==> src/rtl/ssb_pkg.sv <==
package ssb_pkg;

   // Selection rule used by the age picker.
   typedef enum logic {
      PICK_OLDEST   = 1'b0,
      PICK_YOUNGEST = 1'b1
   } pick_e;

endpackage

==> src/rtl/ssb_free_find.sv <==
module ssb_free_find #(
   parameter int DEPTH = 8,
   parameter int IW    = $clog2(DEPTH)
) (
   input  logic [DEPTH-1:0] occupied,
   output logic             full,
   output logic [IW-1:0]    free_idx
);

   logic any_free;

   // Lowest-numbered empty slot wins.
   always_comb begin
      any_free = 1'b0;
      free_idx = '0;
      for (int i = DEPTH - 1; i >= 0; i--) begin
         if (!occupied[i]) begin
            any_free = 1'b1;
            free_idx = IW'(i);
         end
      end
   end

   assign full = !any_free;

endmodule

==> src/rtl/ssb_age_pick.sv <==
module ssb_age_pick
   import ssb_pkg::*;
#(
   parameter int    DEPTH = 8,
   parameter int    TAGW  = 8,
   parameter int    IW    = $clog2(DEPTH),
   parameter pick_e MODE  = PICK_OLDEST
) (
   input  logic [DEPTH-1:0] cand,
   input  logic [TAGW-1:0]  tags [DEPTH],
   output logic             found,
   output logic [IW-1:0]    idx
);

   localparam bit WANT_YOUNG = (MODE == PICK_YOUNGEST);

   // Nonzero wrapped difference with the sign bit set means "first is older".
   function automatic logic beats(input logic [TAGW-1:0] challenger,
                                  input logic [TAGW-1:0] holder);
      logic [TAGW-1:0] diff;
      diff = WANT_YOUNG ? (holder - challenger) : (challenger - holder);
      return diff[TAGW-1];
   endfunction

   always_comb begin
      found = 1'b0;
      idx   = '0;
      for (int i = 0; i < DEPTH; i++) begin
         if (cand[i] && (!found || beats(tags[i], tags[idx]))) begin
            found = 1'b1;
            idx   = IW'(i);
         end
      end
   end

endmodule

==> src/rtl/spec_store_buf.sv <==
module spec_store_buf
   import ssb_pkg::*;
#(
   parameter int DEPTH = 8,
   parameter int AW    = 32,
   parameter int DW    = 32,
   parameter int TAGW  = 8
) (
   input  logic            clk,
   input  logic            rst_n,
   input  logic            st_valid,
   input  logic [TAGW-1:0] st_tag,
   input  logic [AW-1:0]   st_addr,
   input  logic [DW-1:0]   st_data,
   output logic            st_stall,
   input  logic            cm_valid,
   input  logic [TAGW-1:0] cm_tag,
   input  logic            ab_valid,
   input  logic [TAGW-1:0] ab_tag,
   input  logic            ld_valid,
   input  logic [TAGW-1:0] ld_tag,
   input  logic [AW-1:0]   ld_addr,
   input  logic [DW-1:0]   cache_rd_data,
   output logic            ld_fwd,
   output logic [DW-1:0]   ld_data,
   output logic            cwr_valid,
   output logic [AW-1:0]   cwr_addr,
   output logic [DW-1:0]   cwr_data,
   input  logic            cwr_ready
);

   localparam int IW = (DEPTH > 1) ? $clog2(DEPTH) : 1;

   // Elaboration-time parameter checks
   if (DEPTH < 2) begin : g_bad_depth
      $error("spec_store_buf: DEPTH must be at least 2");
   end
   if (TAGW < 3) begin : g_bad_tagw
      $error("spec_store_buf: TAGW must be at least 3");
   end
   if ((AW < 1) || (DW < 1)) begin : g_bad_width
      $error("spec_store_buf: AW and DW must be positive");
   end

   logic [DEPTH-1:0] valid_q;
   logic [DEPTH-1:0] spec_q;
   logic [TAGW-1:0]  tag_q  [DEPTH];
   logic [AW-1:0]    addr_q [DEPTH];
   logic [DW-1:0]    data_q [DEPTH];

   logic [DEPTH-1:0] fwd_cand;
   logic [DEPTH-1:0] drn_cand;
   logic             full;
   logic [IW-1:0]    free_idx;
   logic             alloc_we;
   logic             fwd_hit;
   logic [IW-1:0]    fwd_idx;
   logic             drn_any;
   logic [IW-1:0]    drain_idx;
   logic             drain_fire;

   ssb_free_find #(.DEPTH(DEPTH), .IW(IW)) u_free (
      .occupied (valid_q),
      .full     (full),
      .free_idx (free_idx)
   );

   // Forwarding source: youngest among older matching stores.
   ssb_age_pick #(.DEPTH(DEPTH), .TAGW(TAGW), .IW(IW), .MODE(PICK_YOUNGEST)) u_fwd_pick (
      .cand  (fwd_cand),
      .tags  (tag_q),
      .found (fwd_hit),
      .idx   (fwd_idx)
   );

   // Drain source: oldest committed store.
   ssb_age_pick #(.DEPTH(DEPTH), .TAGW(TAGW), .IW(IW), .MODE(PICK_OLDEST)) u_drn_pick (
      .cand  (drn_cand),
      .tags  (tag_q),
      .found (drn_any),
      .idx   (drain_idx)
   );

   assign alloc_we   = st_valid && !full;
   assign drain_fire = drn_any && cwr_ready;

   for (genvar g = 0; g < DEPTH; g++) begin : g_slot
      logic            v_q;
      logic            s_q;
      logic [TAGW-1:0] t_q;
      logic [AW-1:0]   a_q;
      logic [DW-1:0]   d_q;
      logic            take;
      logic            kill;
      logic            retire;
      logic            leave;
      logic [TAGW-1:0] age_d;

      assign take   = alloc_we && (free_idx == IW'(g));
      assign kill   = ab_valid && v_q && s_q && (t_q == ab_tag);
      assign retire = cm_valid && v_q && s_q && (t_q == cm_tag);
      assign leave  = drain_fire && (drain_idx == IW'(g));

      always_ff @(posedge clk or negedge rst_n) begin
         if (!rst_n) begin
            v_q <= 1'b0;
            s_q <= 1'b0;
         end else if (take) begin
            v_q <= 1'b1;
            s_q <= 1'b1;
         end else if (kill) begin
            v_q <= 1'b0;
            s_q <= 1'b0;
         end else if (retire) begin
            s_q <= 1'b0;
         end else if (leave) begin
            v_q <= 1'b0;
         end
      end

      always_ff @(posedge clk) begin
         if (take) begin
            t_q <= st_tag;
            a_q <= st_addr;
            d_q <= st_data;
         end
      end

      assign age_d       = t_q - ld_tag;
      assign fwd_cand[g] = ld_valid && v_q && (a_q == ld_addr) && age_d[TAGW-1];
      assign drn_cand[g] = v_q && !s_q;

      assign valid_q[g] = v_q;
      assign spec_q[g]  = s_q;
      assign tag_q[g]   = t_q;
      assign addr_q[g]  = a_q;
      assign data_q[g]  = d_q;
   end

   assign st_stall  = full;
   assign ld_fwd    = fwd_hit;
   assign ld_data   = fwd_hit ? data_q[fwd_idx] : cache_rd_data;
   assign cwr_valid = drn_any;
   assign cwr_addr  = addr_q[drain_idx];
   assign cwr_data  = data_q[drain_idx];

endmodule

==> config.mk <==
export PLATFORM = sky130hd
export DESIGN_NAME = spec_store_buf
export DESIGN_NICKNAME = d
export VERILOG_FILES = /design/src/rtl/ssb_pkg.sv /design/src/rtl/ssb_free_find.sv /design/src/rtl/ssb_age_pick.sv /design/src/rtl/spec_store_buf.sv
export SDC_FILE = /design/constraint.sdc
export NUM_CORES = 2
export LEC_CHECK = 0
export BUFFER_PORTS_ARGS = -buffer_cell sky130_fd_sc_hd__buf_2
export CAP_MARGIN = 5
export CORE_MARGIN = 5
export CORE_UTILIZATION = 60
export DETAILED_ROUTE_END_ITERATION = 16
export PLACE_DENSITY = 0.79
export SETUP_SLACK_MARGIN = 0.4
export SKIP_LAST_GASP = 1
export SYNTH_ARGS = -nofsm -noshare
export SYNTH_HDL_FRONTEND = slang
export SYNTH_SLANG_ARGS = --single-unit
==> constraint.sdc <==
create_clock -name clk -period 38 [get_ports clk]
set_input_delay 7.6 -clock clk [delete_from_list [all_inputs] [get_ports clk]]
set_output_delay 7.6 -clock clk [all_outputs]
set_load 0.005 [all_outputs]
* Word-level counts from Yosys, hierarchy flattened *
Index checks and enable logic that the tools add are counted.

word-level totals
  register bits after elaboration = 592
  output and inout bits = 99
  word-level logic and storage cells = 459

cells by class
  $add $sub $neg = 22
  $lt $le $gt $ge = 14
  equal/unequal tests = 46
  multiplexer cells = 148
  bitwise logic cells = 14
  reduce and logical (&&, ||, !) cells = 175

operators with widths
  cell                                                      number
  binary-select mux 32 bit (select 3 bit)                   3
  binary-select mux 8 bit (select 3 bit)                    12
  equality test 32 bit                                      8
  two-way mux 32 bit                                        7
  two-way mux 8 bit                                         24
  subtractor 8 bit                                          22
  equality test 8 bit                                       16
  logical AND 1 bit                                         112
  two-way mux 1 bit                                         82
  two-way mux 3 bit                                         20
  greater-or-equal comparator 4 bit, second input constant  14
  inverter 3 -> 4 bit                                       14
  nonzero test 3 bit                                        16
  equality test 3 bit, second input constant                8
  != test 3 bit, second input constant                      8
  zero test 1 bit                                           23
  AND reduction 2 bit                                       8
  logical OR 1 bit                                          14
  equality test 3 x 2 -> 1 bit, second input constant       4
  equality test 3 x 1 -> 1 bit, second input constant       2
  zero test 3 bit                                           2

* Depth between registers and ports, before layout *
  depth after elaboration = 61
  mapped depth = 97
  depth with buffers taken out = 86

* Cells and area by module *
Synthesis repeated with hierarchy kept, for this count alone.

second synthesis, totals
  cell total of the unflattened synthesis = 2834
  area, all modules = 36598.9 um2

modules (own cells, without submodules)
  module                     instances  cells an instance  area an instance (um2)  seq. area each (um2)
  spec_store_buf             1          1798               29821.1                 17697.0
  ssb_age_pick (u_fwd_pick)  1          549                3538.4                  0.0
  ssb_age_pick (u_drn_pick)  1          473                3163.0                  0.0
  ssb_free_find              1          14                 76.3                    0.0

* Worst setup path after synthesis *
Ideal clock, no wire load.

  path type = input port to output port
  from = in ld_addr[17]
  to = out ld_data[10]
  arrival time = 25263 ps
  path slack = 5137 ps
  stages on the path = 92
  buffers on the path = 11
  path through = clkbuf_1 xor2_1 nor3_1 nand4_1 or4_1 nand2b_1 o21ai_1 o21ai_0 ha_1 a21o_1 a21o_1 a2111oi_0 o31a_1 o311ai_1 o21ai_1 nor2_1 xor2_1 a21o_1 [... 56 more ...] a21oi_1 nor2_1 o21ai_1 buf_1 clkbuf_1 a22oi_1 or3_1 o21ai_0 ha_1 nor2b_1 o21ai_0 nand2b_1 a311oi_4 xnor3_1 a211o_2 buf_6 o22ai_2 a21oi_2

between the ends
  word-level cells in the longest chain between the ends = 61
  elaborated cells between the ends (all ways) = 95
  those cells by class = add/sub: 6; eq/ne: 8; mux: 37; bitwise: 7; reduce/logical: 37

ends and longest elaborated chain
  item                                                   RTL line               RTL
  start, declared                                        spec_store_buf.sv:22   input logic [AW-1:0] ld_addr,
  equality test 32 bit                                   spec_store_buf.sv:130  assign fwd_cand[g] = ld_valid && v_q && (a_q == ld_addr) && age_d[TAGW-1];
  logical AND 1 bit (2 in a row)                         spec_store_buf.sv:130
  two-way mux 1 bit                                      ssb_age_pick.sv:29     if (cand[i] && (!found || beats(tags[i], tags[idx]))) begin
  zero test 1 bit                                        ssb_age_pick.sv:29
  logical OR 1 bit                                       ssb_age_pick.sv:29
  logical AND 1 bit                                      ssb_age_pick.sv:29
  two-way mux 1 bit                                      ssb_age_pick.sv:29
  inverter 3 -> 4 bit (implied by the code)              ssb_age_pick.sv:29
  [... 43 more ...]                                      n/a
  subtractor 8 bit                                       ssb_age_pick.sv:21     diff = WANT_YOUNG ? (holder - challenger) : (challenger - holder);
  logical OR 1 bit                                       ssb_age_pick.sv:29
  logical AND 1 bit                                      ssb_age_pick.sv:29
  two-way mux 3 bit                                      ssb_age_pick.sv:29
  inverter 3 -> 4 bit (implied by the code)              spec_store_buf.sv:142  assign ld_data = fwd_hit ? data_q[fwd_idx] : cache_rd_data;
  binary-select mux 32 bit (select 3 bit)                spec_store_buf.sv:142
  two-way mux 32 bit (implied by the code) (2 in a row)  spec_store_buf.sv:142
  two-way mux 32 bit *                                   spec_store_buf.sv:142
  end, declared                                          spec_store_buf.sv:25   output logic [DW-1:0] ld_data,

Every way passes the cells marked *; elsewhere a longest branch is shown, timed or not. The select of a mux whose other input is x is not followed.

* Final worst setup path *
  from = in ld_tag[2]
  to = out ld_data[0]

between the ends
  word-level cells in the longest chain between the ends = 60
  elaborated cells between the ends (all ways) = 87
  those cells by class = add/sub: 14; mux: 37; bitwise: 7; reduce/logical: 29

ends and longest elaborated chain
  item                                                   RTL line               RTL
  start, declared                                        spec_store_buf.sv:21   input logic [TAGW-1:0] ld_tag,
  subtractor 8 bit                                       spec_store_buf.sv:129  assign age_d = t_q - ld_tag;
  logical AND 1 bit                                      spec_store_buf.sv:130
  two-way mux 1 bit                                      ssb_age_pick.sv:29
  zero test 1 bit                                        ssb_age_pick.sv:29
  logical OR 1 bit                                       ssb_age_pick.sv:29
  logical AND 1 bit                                      ssb_age_pick.sv:29
  two-way mux 1 bit                                      ssb_age_pick.sv:29
  inverter 3 -> 4 bit (implied by the code)              ssb_age_pick.sv:29
  [... 43 more ...]                                      n/a
  subtractor 8 bit                                       ssb_age_pick.sv:21
  logical OR 1 bit                                       ssb_age_pick.sv:29
  logical AND 1 bit                                      ssb_age_pick.sv:29
  two-way mux 3 bit                                      ssb_age_pick.sv:29
  inverter 3 -> 4 bit (implied by the code)              spec_store_buf.sv:142
  binary-select mux 32 bit (select 3 bit)                spec_store_buf.sv:142
  two-way mux 32 bit (implied by the code) (2 in a row)  spec_store_buf.sv:142
  two-way mux 32 bit *                                   spec_store_buf.sv:142

Marks and branches as above.

==> impl_metrics.py <==
metrics = {
    "sta": {
        "max_freq_mhz": 27.9,
        "finalHoldViolCount": 0,
        "timing.hold.ws_ps": 577,
        "final.setup_skew_ps": 23.9,
        "slew_headroom_pct": 4.44,
        "min_period_ps": 35880,
        "worstMarginPinSlew_ps": 1420,
        "finalSetupViolations": 0,
        "final_max_slew_viol_count": 0,
        "setup-tns-final_ps": 0,
        "period_share_pct": 94.4,
        "rsz0062_at_grt": "false",
    },
    "routing": {
        "wl_mm": 149,
        "vias": 33600,
        "drcViolationCount": 0,
        "drtAntennaViolNets": 0,
        "avgViaCountPerCell": 7.02,
        "drtIter0Drc": 5052,
        "avgRoutedWirePerCell_um": 31.1,
        "drt-pass1-iter-count": 6,
    },
    "clock_tree": {
        "post_cts_buffers": 0,
        "cts_buffer_depth": 3,
        "path_clk_slew_ps": 60,
        "holdBufCountCts": 0,
        "ctsHtreeMaxLevel": 2,
        "clkLatencyLatePin_ps": 670,
        "cts-root-buf": "clkbuf_16",
        "cts_resized": 0,
        "tritoncts": "done",
        "numCtsBuffers": 59,
        "cts_num_sinks": 592,
    },
    "power": {
        "pwr-share-comb_pct": 57.6,
        "cellLeakagePower_nw": 15.7,
        "sw_frac_of_total_pct": 47.4,
        "p_int_mw": 1.86,
        "p_per_area_nw_per_um2": 84.4,
        "ir_drop_uv": 86.5,
        "p_seq_share_pct": 25.0,
        "power_frac_clock_pct": 17.4,
        "p_switching_mw": 1.68,
    },
    "synthesis": {
        "synthMuxAreaShare_pct": 2.48,
        "yosysWarnings": 0,
        "synth-seq-area-share_pct": 46.8,
        "async_flop_share_pct": 2.70,
        "yosys.area_share.simple_pct": 14.9,
        "syn_area_um2": 37800,
        "synth-main-ff-cell": "edfxtp_1",
        "synth_top_cell_by_area": "edfxtp_1",
        "synthAdderAreaFrac_pct": 4.37,
        "synth_cell_types": 101,
        "synth-compound-area-share_pct": 17.9,
        "ys_ff_latch": 592,
        "synth_top_area_share_pct": 45.8,
        "syn_inst": 3723,
        "synth_top_family_by_area": "compound AO/OA/AOI/OAI gates",
        "avgSynthCellArea_um2": 10.1,
        "synth.area.top_cells": "edfxtp_1 46%, xor2_1 5.8%, nand2_1 5.4%, ha_1 4.4%, a21oi_1 4.0%",
        "synth-xor-area-share_pct": 9.84,
        "synth_edf_count": 576,
        "synth.net_count": 4022,
    },
    "finish": {
        "area_delta_synth_final_pct": 11.0,
        "multi_input_area_um2": 18900,
        "seqCellArea_um2": 17700,
        "final_common_cell": "edfxtp_1",
        "fin_area_um2": 41900,
        "fillers": 4811,
        "nNetsFinal": 4178,
        "final_cell_mix": "576 x edfxtp_1, 544 x nand2_1, 300 x a21oi_1, 265 x buf_2, 251 x xor2_1",
        "drive_gt1_share_pct": 15.1,
    },
    "die": {
        "design.die.area_um2": 68100,
        "die_w_um": 261,
        "io_pins": 266,
        "die_h_um": 261,
        "fp.coreArea_um2": 62700,
        "floorplan.initialDensity_pct": 60.2,
        "num_rows": 92,
    },
    "setup_path": {
        "arrival_ps": 28280,
        "critPathBufInv": 6,
        "cp_slowest_stage_delay_ps": 800,
        "cp_slowest_cell": "a211o_2",
        "cp_top_family": "compound AO/OA/AOI/OAI gates",
        "r2r_cells": 78,
        "cp_max_fo": 64,
        "cpMostUsedCell": "nor2_1",
        "path_class": "input port to primary output",
        "startpoint_type": "input port",
        "reg2reg_from": "g_slot[0].t_q[4]$_DFFE_PP_",
        "r2r_end": "g_slot[7].v_q$_DFFE_PN0P_",
        "end_kind": "primary output",
        "required_ps": 30400,
        "reg2reg_slack_ps": 16630,
    },
    "global_routing": {
        "grt_pass1_vias": 31600,
        "grt_antenna_before_repair": 9,
        "grt.met2_usage_pct": 63.9,
        "grt.overflow.total": 0,
        "grt_max_degree": 71,
        "use_met3_pct": 10.0,
        "grtUsageTotal_pct": 42.4,
        "top_usage_layer": "met2",
        "met1_usage_pct": 55.9,
        "grt_pass1_wl_mm": 213,
    },
    "worst_hold_path": {
        "hold_depth": 1,
        "hp-start": "g_slot[5].s_q$_DFFE_PN0P_",
        "hold_path_end": "g_slot[5].s_q$_DFFE_PN0P_",
        "worstHoldPathType": "flop to flop",
    },
    "placed_design": {
        "post_dp_cell_area_um2": 39900,
        "place_hpwl_mm": 104,
        "place.gp.congestion": 1.13,
        "io_buffers": 265,
    },
    "run": {
        "timing.max_cap.violations": 0,
    },
    "run_status": {
        "status": "complete, no violations",
    },
}
power groups by stage:
stage	Combinational (mW)	Clock [mW]	Sequential, mW
after floorplan	1.19	0	0.867
after global placement	1.94	0	0.891
after detailed placement	1.97	0	0.894
after CTS	1.98	0.615	0.881
after global routing	2.14	0.643	0.889
final	2.04	0.616	0.886
logic make-up after synthesis:
logic type / Yosys count
AO/OA/AOI/OAI: 971
XOR/XNOR: 421
adder cells (fa/ha/maj): 132
buffers and inverters: 343
flip-flops: 592
multiplexers: 81
AND/OR/NAND/NOR: 1183
flip-flops by register name (all words and copies together), names as in the netlist:
name / flops
g_slot.a_q: 256
g_slot.s_q: 8
g_slot.d_q: 256
g_slot.v_q: 8
g_slot.t_q: 64
stage by stage:
stage / util [%] / cells / total power [mW] / setup WS [ps]
after floorplan: - / 3723 / 2.06 / 5140
after global placement: 63.6 / 4664 / 2.83 / 3320
after detailed placement: 63.6 / 4664 / 2.86 / 2700
after CTS: 66.8 / 4775 / 3.48 / 2640
after global routing: 66.8 / 4777 / 3.68 / 707
final: 66.8 / 4781 / 3.54 / 2120
layout make-up:
| class | count | share of cell area (%) |
|---|---|---|
| multi-input combinational | 2788 | 45.1 |
| sequential | 592 | 42.2 |
| timing repair buffer | 331 | 4.34 |
| clock buffer | 75 | 3.69 |
| tap | 846 | 2.52 |
| clock inverter | 36 | 1.13 |
| inverter | 107 | 0.958 |
| antenna | 6 | 0.0358 |
Yosys cell counts (17+ instances only):
library cell  count
edfxtp_1        576
nand2_1         547
a21oi_1         303
xor2_1          251
xnor2_1         168
nor2_1          163
clkbuf_1        156
o21ai_0         149
ha_1            132
inv_1           106
a21o_1           84
nor3_1           81
nand4_1          68
nor4_1           68
nand3_1          65
buf_2            52
mux2i_1          52
a221o_1          48
or4_1            44
a211oi_1         40
a221oi_1         40
nand2b_1         40
a21oi_2          30
o22ai_2          30
o211ai_1         26
nor2b_1          25
o21a_1           23
a31o_2           20
buf_1            19
mux2_2           18
or3_1            17
metal layers:
metal,routed length [µm],up-vias
li1,-,14200
met1,52600,16000
met4,12300,10
met2,63900,2738
met5,66,-
met3,19900,677
how the worst max path moves through the flow:
stage	startpoint	endpoint	slack, ps	depth (start not counted)
final	ld_tag[2]	ld_data[0]	2120	87
after global routing	ld_tag[2]	ld_data[0]	710	87
after CTS	ld_tag[2]	ld_data[0]	2640	87
after detailed placement	ld_tag[2]	ld_data[0]	2700	87
after global placement	ld_tag[2]	ld_data[0]	3320	87
after floorplan	ld_addr[17]	ld_data[10]	5140	92
Power figures use the tool's default switching activity.
